**src/rtl/step_atten_pkg.sv**
```systemverilog
// Package: shared width, word type and start-up decode for the step
// attenuator control interface. Assumes a 6-bit word with bit 5 = 16 dB.
package step_atten_pkg;
    localparam int CODE_W = 6;
    typedef logic [CODE_W-1:0] code_t;

    // Start-up word chosen by the two select bits in parallel mode.
    // sel[1] alone selects 8 dB, sel[0] alone 16 dB, both select 31 dB.
    function automatic code_t startup_word(input logic [1:0] sel);
        code_t w;
        case (sel)
            2'b10:   w = 6'b010000;
            2'b01:   w = 6'b100000;
            2'b11:   w = 6'b111110;
            default: w = '0;
        endcase
        return w;
    endfunction
endpackage

```
**src/rtl/atten_sync.sv**
```systemverilog
// Module: multi-bit level synchronizer, STAGES flip-flops per bit.
// Assumes each bit is an independent level; no cross-bit coherence.
module atten_sync #(
    parameter int WIDTH  = 1,
    parameter int STAGES = 2
) (
    input  logic             clk,
    input  logic             rst_n,
    input  logic [WIDTH-1:0] d,
    output logic [WIDTH-1:0] q
);
    logic [STAGES-1:0][WIDTH-1:0] stg;

    // Shift the raw sample through the flip-flop chain.
    always_ff @(posedge clk) begin
        if (!rst_n) stg <= '0;
        else        stg <= {stg[STAGES-2:0], d};
    end

    assign q = stg[STAGES-1];
endmodule

```
**src/rtl/atten_shifter.sv**
```systemverilog
// Module: serial input shift register. Detects the rising edge of the
// synchronized serial strobe and shifts data in MSB first.
// Assumes the strobe and data are already synchronized to clk.
module atten_shifter #(
    parameter int WIDTH = 6
) (
    input  logic             clk,
    input  logic             rst_n,
    input  logic             sclk_s,
    input  logic             sdata_s,
    output logic             sclk_rise,
    output logic [WIDTH-1:0] shreg
);
    logic sclk_d;

    assign sclk_rise = sclk_s & ~sclk_d;

    // Remember the previous strobe level for edge detection.
    always_ff @(posedge clk) begin
        if (!rst_n) sclk_d <= 1'b0;
        else        sclk_d <= sclk_s;
    end

    // Shift one bit in on each detected strobe edge.
    always_ff @(posedge clk) begin
        if (!rst_n)         shreg <= '0;
        else if (sclk_rise) shreg <= {shreg[WIDTH-2:0], sdata_s};
    end
endmodule

```
**src/rtl/atten_latch.sv**
```systemverilog
// Module: output latch and start-up sequencer. Waits SYNC_STAGES cycles
// after reset so the synchronizers hold real samples. It then loads the
// start-up word once. After that it acts as a latch that is transparent
// while latch enable is high.
// Assumes all inputs are synchronized to clk.
module atten_latch
    import step_atten_pkg::*;
#(
    parameter int SYNC_STAGES = 2
) (
    input  logic        clk,
    input  logic        rst_n,
    input  logic        mode_s,
    input  logic        le_s,
    input  code_t       par_s,
    input  logic [1:0]  sel_s,
    input  code_t       shreg,
    output logic        pu_done,
    output code_t       code
);
    localparam int CW = $clog2(SYNC_STAGES + 1);

    logic [CW-1:0] cnt;
    code_t         start_word;

    // Start-up source: the pins in serial mode or in direct parallel
    // mode, otherwise the select decode.
    always_comb begin
        if (mode_s || le_s) start_word = par_s;
        else                start_word = startup_word(sel_s);
    end

    // Run the start-up sequence, then the transparent latch.
    always_ff @(posedge clk) begin
        if (!rst_n) begin
            cnt     <= '0;
            pu_done <= 1'b0;
            code    <= '0;
        end else if (!pu_done) begin
            if (cnt == CW'(SYNC_STAGES)) begin
                pu_done <= 1'b1;
                code    <= start_word;
            end else begin
                cnt <= cnt + 1'b1;
            end
        end else if (le_s) begin
            code <= mode_s ? shreg : par_s;
        end
    end
endmodule

```
**src/rtl/step_atten_ctrl.sv**
```systemverilog
// Module: step attenuator control interface (top). Synchronizes all pins,
// feeds the serial shifter and drives the latched attenuation word.
// Assumes the pins are asynchronous levels that are slow compared with clk.
module step_atten_ctrl
    import step_atten_pkg::*;
#(
    parameter int SYNC_STAGES = 2
) (
    input  logic        clk,
    input  logic        rst_n,
    input  logic        mode_serial_i,
    input  logic [5:0]  par_word_i,
    input  logic        ser_data_i,
    input  logic        ser_clk_i,
    input  logic        latch_en_i,
    input  logic [1:0]  start_sel_i,
    output logic [5:0]  atten_code_o
);
    localparam int BUS_W = CODE_W + 6;

    logic [BUS_W-1:0] raw_bus, sync_bus;
    logic             mode_s, le_s, sdata_s, sclk_s, sclk_rise, pu_done;
    logic [1:0]       sel_s;
    code_t            par_s, shreg, code;

    assign raw_bus = {mode_serial_i, latch_en_i, ser_data_i, ser_clk_i,
                      start_sel_i, par_word_i};
    assign {mode_s, le_s, sdata_s, sclk_s, sel_s, par_s} = sync_bus;

    atten_sync #(.WIDTH(BUS_W), .STAGES(SYNC_STAGES)) u_sync (
        .clk(clk), .rst_n(rst_n), .d(raw_bus), .q(sync_bus)
    );

    atten_shifter #(.WIDTH(CODE_W)) u_shift (
        .clk(clk), .rst_n(rst_n), .sclk_s(sclk_s), .sdata_s(sdata_s),
        .sclk_rise(sclk_rise), .shreg(shreg)
    );

    atten_latch #(.SYNC_STAGES(SYNC_STAGES)) u_latch (
        .clk(clk), .rst_n(rst_n), .mode_s(mode_s), .le_s(le_s),
        .par_s(par_s), .sel_s(sel_s), .shreg(shreg),
        .pu_done(pu_done), .code(code)
    );

    assign atten_code_o = code;
endmodule

```
**config.mk**
```make
export PLATFORM = sky130hd
export DESIGN_NAME = step_atten_ctrl
export DESIGN_NICKNAME = d
export VERILOG_FILES = /design/src/rtl/step_atten_pkg.sv /design/src/rtl/atten_sync.sv /design/src/rtl/atten_shifter.sv /design/src/rtl/atten_latch.sv /design/src/rtl/step_atten_ctrl.sv
export SDC_FILE = /design/constraint.sdc
export NUM_CORES = 1
export LEC_CHECK = 0
export BUFFER_PORTS_ARGS = -buffer_cell sky130_fd_sc_hd__buf_2
export CORE_MARGIN = 3
export CORE_UTILIZATION = 45
export DETAILED_ROUTE_END_ITERATION = 10
export PLACE_DENSITY_LB_ADDON = 0.25
export SLEW_MARGIN = 20
export SYNTH_ARGS = -nofsm -noshare
export SYNTH_HDL_FRONTEND = slang
export SYNTH_HIERARCHICAL = 1
export SYNTH_SLANG_ARGS = --single-unit
export TNS_END_PERCENT = 10
```
**constraint.sdc**
```tcl
create_clock -name clk -period 1.7 [get_ports clk]
set_input_delay 0 -clock clk [delete_from_list [all_inputs] [get_ports clk]]
set_output_delay 0 -clock clk [all_outputs]
set_load 0.05 [all_outputs]
```
# Word level (Yosys, flattened, before mapping)
# Index checks and enable logic that the tools add are counted.
[totals]
in_bits = 14
elab_cells = 29
regBits = 40
out_inout_bits = 6
[op_classes]
add_sub_neg = 1
reduce_logical = 4
eq_ne = 5
n_mux = 8
bitwise = 4
[ops]
columns = ["operator", "n"]
rows = [
  ["two-way mux 6 bit", 5],
  ["one-hot mux 6 bit (3 select lines)", 1],
  ["== test 2 bit (second input constant)", 3],
  ["AND reduction 2 bit", 2],
  ["NOT 1 bit", 3],
  ["adder 2 x 1 -> 2 bit (second input constant)", 1],
  ["== test 2 x 1 -> 1 bit (second input constant)", 1],
  ["two-way mux 1 bit", 2],
  ["!= test 2 bit (second input constant)", 1],
  ["nonzero test 2 bit", 1],
  ["bitwise AND 1 bit", 1],
  ["logical OR 1 bit", 1],
]

# Longest topological paths before layout
[depth]
depth_word = 5
ltp_mapped = 6
mapped_depth_nobuf = 5

# Hierarchy
# The synthesis kept the hierarchy.
[by_module_without_submodules]
columns = ["module", "area_each_um2", "seq_area_each_um2", "n_inst", "cells_each"]
rows = [
  ["atten_sync", 765.7, 480.5, 1, 62],
  ["atten_latch", 539.3, 180.2, 1, 58],
  ["atten_shifter", 264.0, 140.1, 1, 24],
]

# Worst setup path before layout
# Ideal clock, no wire load.
[synth_path]
path_kind = "reg-to-reg"
start = "register u_sync.stg (netlist bit u_sync/q[11])"
end = "register u_latch.code[1]"
required_time_ns = 1.581
slack_ns = 0.447
path_stages_with_launch = 7
period_less_slack_ns = 1.253
t_arrival_ns = 1.135
path_buffers = 3
setup_time_ns = 0.119
path_cell_list = "dfxtp_1 -> buf_4 -> buf_2 -> buf_6 -> mux2i_1 -> a21oi_1 -> o221a_2"
[synth_via]
elab_chain_cells = 4
word_cells_on_any_way = 6
cone_classes = "mux: 5; reduce/logical: 1"
[synth_lines]
columns = ["element", "line_no", "source"]
rows = [
  ["from (decl)", "atten_sync.sv:12", "logic [STAGES-1:0][WIDTH-1:0] stg;"],
  ["from (signal assigned)", "atten_sync.sv:17", "else stg <= {stg[STAGES-2:0], d};"],
  ["logical OR 1 bit", "atten_latch.sv:29", "if (mode_s || le_s) start_word = par_s;"],
  ["two-way mux 6 bit", "atten_latch.sv:29", ""],
  ["two-way mux 6 bit", "atten_latch.sv:40", "if (cnt == CW'(SYNC_STAGES)) begin"],
  ["two-way mux 6 bit (*)", "atten_latch.sv:39", "end else if (!pu_done) begin"],
  ["to (signal assigned)", "atten_latch.sv:42", "code <= start_word;"],
  ["to (signal assigned)", "atten_latch.sv:47", "code <= mode_s ? shreg : par_s;"],
  ["to (decl)", "atten_latch.sv:19", "output code_t code"],
]
# Mark *: on every way between the ends. The rest lies on a longest branch, timed or not. The select of a mux whose other input is x is not followed.
# A chain may end at the register's enable or synchronous reset.

# Worst setup path in the final report
[layout_path]
start = "register u_latch.cnt[0]"
end = "register u_latch.code[5]"
[layout_via]
elab_chain_cells = 3
[layout_lines]
columns = ["element", "line_no", "source"]
rows = [
  ["from (decl)", "atten_latch.sv:23", "logic [CW-1:0] cnt;"],
  ["from (signal assigned)", "atten_latch.sv:44", "cnt <= cnt + 1'b1;"],
  ["== test 2 bit", "atten_latch.sv:40", ""],
  ["nonzero test 2 bit (no source line)", "-", ""],
  ["AND reduction 2 bit (no source line)", "-", ""],
]
# Every way passes these cells.

==> Implementation_results.wiki <==
{| class="wikitable"
! Metric !! Value
|-
| Overall routed net length || 2180 µm
|-
| Overall fraction of global-route tracks in use || 11.7%
|-
| Pre-CTS setup slack || 328 ps
|-
| Gate count of the mapped netlist || 144
|-
| Required time worst endpoint || 1950 ps
|-
| Final hold viol count || 0
|-
| Number of nets in the layout || 175
|-
| Slew at the pin with the worst max-slew slack || 521 ps
|-
| Average instance area after synthesis || 10.9 µm²
|-
| Clock transition at the registers of the reported paths || 120 ps
|-
| Clock sink count || 40
|-
| Syn nets || 159
|-
| Core area || 0.00318 mm²
|-
| Buffer depth of the longest clock path || 2
|-
| Run status || finished clean
|-
| Worst hold path cell count || 2
|-
| Unrepaired setup endpoints after global routing || no
|-
| Routed vias/inst || 4.63
|-
| Cell at the root of the clock tree || clkbuf_4
|-
| Worst min path class || input port to flop
|-
| Synthesis Warnings || 6
|-
| # port buffers || 19
|-
| Netlist area before placement || 0.00157 mm²
|-
| Number of antenna-violating nets in the routed design || 0
|-
| Worst clock skew || 4.94 ps
|-
| Power density relative to cell area || 1200 mW/mm²
|-
| Latest clock arrival within the worst-skew pair || 350 ps
|-
| Per-cell routed wire length || 10.6 µm
|-
| Distinct cell type count after synthesis || 27
|-
| Largest net degree at the start of global routing || 42
|-
| Area of the die || 0.00423 mm²
|-
| Hold_ws || 149 ps
|-
| Number of antenna violations at the first check in global routing || 0
|-
| H-tree depth reported by CTS || 2
|-
| CTS tree || yes
|-
| Hold Path Origin || rst_n
|-
| Worst R2R Start || u_latch/cnt[0]
|-
| Remaining Overflow, GRT || 0
|-
| First-pass iteration count of the detailed router || 4
|-
| Fin worst setup slack || 292 ps
|-
| Antenna cell count || 0
|-
| Achievable frequency || 710 MHz
|-
| Clock period minus final worst setup slack || 1410 ps
|-
| Starting density of the core || 49.4%
|-
| Critical path data arrival time || 1660 ps
|-
| Static power due to leakage || 0.696 nW
|-
| Placer Congestion || 0.810
|-
| Max_slew headroom || 65.2%
|-
| Via Count || 950
|-
| Growth of design area from synthesis to finish || 10.3%
|-
| Sort of element at the end of the critical path || flop
|-
| Final count of negative-setup-slack endpoints || 0
|-
| Type of the worst setup path || flop to flop
|-
| Sequential cell area fraction in the yosys report || 51.0%
|-
| DRC marker count from the first detailed-route iteration || 19
|-
| Total negative slack || 0 ps
|-
| Crit Path Max Fanout || 6
|-
| Chip Height || 65.1 µm
|-
| Slew Viols, Final || 0
|-
| DP Wirelength || 1400 µm
|-
| TritonCTS Buffers || 5
|-
| Via count of the first global-routing pass || 904
|-
| Fraction of final layout cells sized beyond drive strength 1 || 31.1%
|-
| Setup crit start kind || flop
|-
| Die Width || 65.1 µm
|-
| Top Ports || 20
|-
| Final period utilization || 82.8%
|-
| Yosys reg bits || 40
|-
| FP Rows || 20
|-
| Max_cap viols || 0
|-
| Reg2reg path depth || 5
|-
| Global-route wire length before repair || 3760 µm
|-
| Remaining routing DRC violations || 0
|-
| IR drop worst, VDD || 516 µV
|-
| Crit. Startpoint || u_latch/cnt[0]
|}
==> cell families after synthesis <==
kind of cell / share of synthesized area [%]
adder cells (fa/ha/maj): 0.797
XOR/XNOR: 0.558
multiplexers: 8.37
AND/OR/NAND/NOR: 17.9
AO/OA/AOI/OAI: 10.2
buffers and inverters: 11.1
flip-flops: 51.0
==> synth_stat cells <==
cell / count / area [µm²]
o221a_1: 3 / 33.8
o21ai_0: 6 / 30.0
a221oi_1: 1 / 8.76
clkbuf_2: 1 / 5.00
a21oi_1: 10 / 50.1
and2_2: 19 / 143
xnor2_1: 1 / 8.76
nand2_1: 8 / 30.0
and2_1: 7 / 43.8
nor2_1: 1 / 3.75
inv_1: 1 / 3.75
nor2b_4: 1 / 13.8
buf_2: 3 / 15.0
buf_6: 5 / 56.3
nand4bb_1: 1 / 11.3
ha_1: 1 / 12.5
buf_4: 12 / 90.1
o21ai_1: 1 / 5.00
clkbuf_1: 1 / 3.75
nor2b_1: 2 / 12.5
o211a_1: 1 / 10.0
dfxtp_1: 40 / 801
mux2i_1: 12 / 120
or3b_1: 2 / 17.5
mux2_2: 1 / 11.3
and2_0: 1 / 6.26
o221a_2: 2 / 22.5
==> layer usage <==
metal  vias up  share of wire [%]  global-route usage [%]
met1       414                 48                    13.1
met3         8                5.5                    3.81
li1        501                  -                       -
met4         0                3.1                    7.77
met5         -                  0                       0
met2        27                 44                    18.9
==> placed cells by master (no fill, tap or decap), drive strengths merged <==
| cell | netlist | final |
|---|---|---|
| dfxtp | 40 | 40 |
| and2 | 27 | 27 |
| buf | 20 | 19 |
| dlygate4sd3 | 0 | 12 |
| mux2i | 12 | 12 |
| a21oi | 10 | 10 |
| nand2 | 8 | 8 |
| o21ai | 7 | 7 |
| clkbuf | 2 | 5 |
| o221a | 5 | 5 |
| nor2b | 3 | 3 |
| clkinvlp | 0 | 2 |
| or3b | 2 | 2 |
| clkinv | 0 | 1 |
| inv | 1 | 1 |
| mux2 | 1 | 1 |
| nor2 | 1 | 1 |
| o211a | 1 | 1 |
| nand4bb | 1 | 1 |
| a221oi | 1 | 1 |
| xnor2 | 1 | 1 |
| ha | 1 | 1 |
==> flip-flops by register name (all words and copies together), names as in the netlist <==
| signal | count |
|---|---|
| u_shift/sclk_d | 1 |
| u_sync/q | 12 |
| u_latch/cnt | 2 |
| u_sync/stg | 12 |
| u_latch/pu_done | 1 |
| u_latch/code | 6 |
| u_shift/shreg | 6 |
==> critical path, stage by stage, from the launching register on <==
cell	delay [ps]
dfxtp_1	320
inv_1	90
ha_1	200
nor2b_1	360
a21oi_1	80
o221a_1	260
==> power by group <==
group | switching, mW | total [mW] | internal, mW
combinational | 0.308 | 0.504 | 0.196
sequential | 0.0581 | 1.10 | 1.04
clock | 0.322 | 0.485 | 0.163
==> through the flow <==
stage	utilization [%]	area, µm²	total power [mW]	cells
2_1_floorplan	-	1570	1.53	144
3_3_place_gp	48.7	1550	1.59	185
3_5_place_dp	48.7	1550	1.60	185
4_1_cts	54.4	1730	2.11	205
5_1_grt	54.4	1730	2.21	205
6_report	54.4	1730	2.09	205
==> layout make-up <==
type | instances | area [µm²]
fill | 279 | 1450
sequential | 40 | 801
multi-input combinational | 81 | 594
timing repair buffer | 31 | 215
tap | 44 | 55.1
clock buffer | 5 | 37.5
clock inverter | 3 | 23.8
inverter | 1 | 3.75
==> path summary, 6_finish.rpt <==
kind,to,slack [ps]
worst max-delay path,u_latch/code[5],290
worst min-delay path,u_latch/code[4],150
worst max register to register,u_latch/code[5],290
worst min register to register,u_sync/q[9],450
==> what timing repair did <==
| item | in CTS | in global routing |
|---|---|---|
| gates resized for setup | 0 | 0 |
| hold buffers | 12 | 0 |
| endpoints found under the hold margin | 12 | 0 |
| setup buffers | 0 | 0 |
No activity file was read; power rests on OpenSTA's default activity.
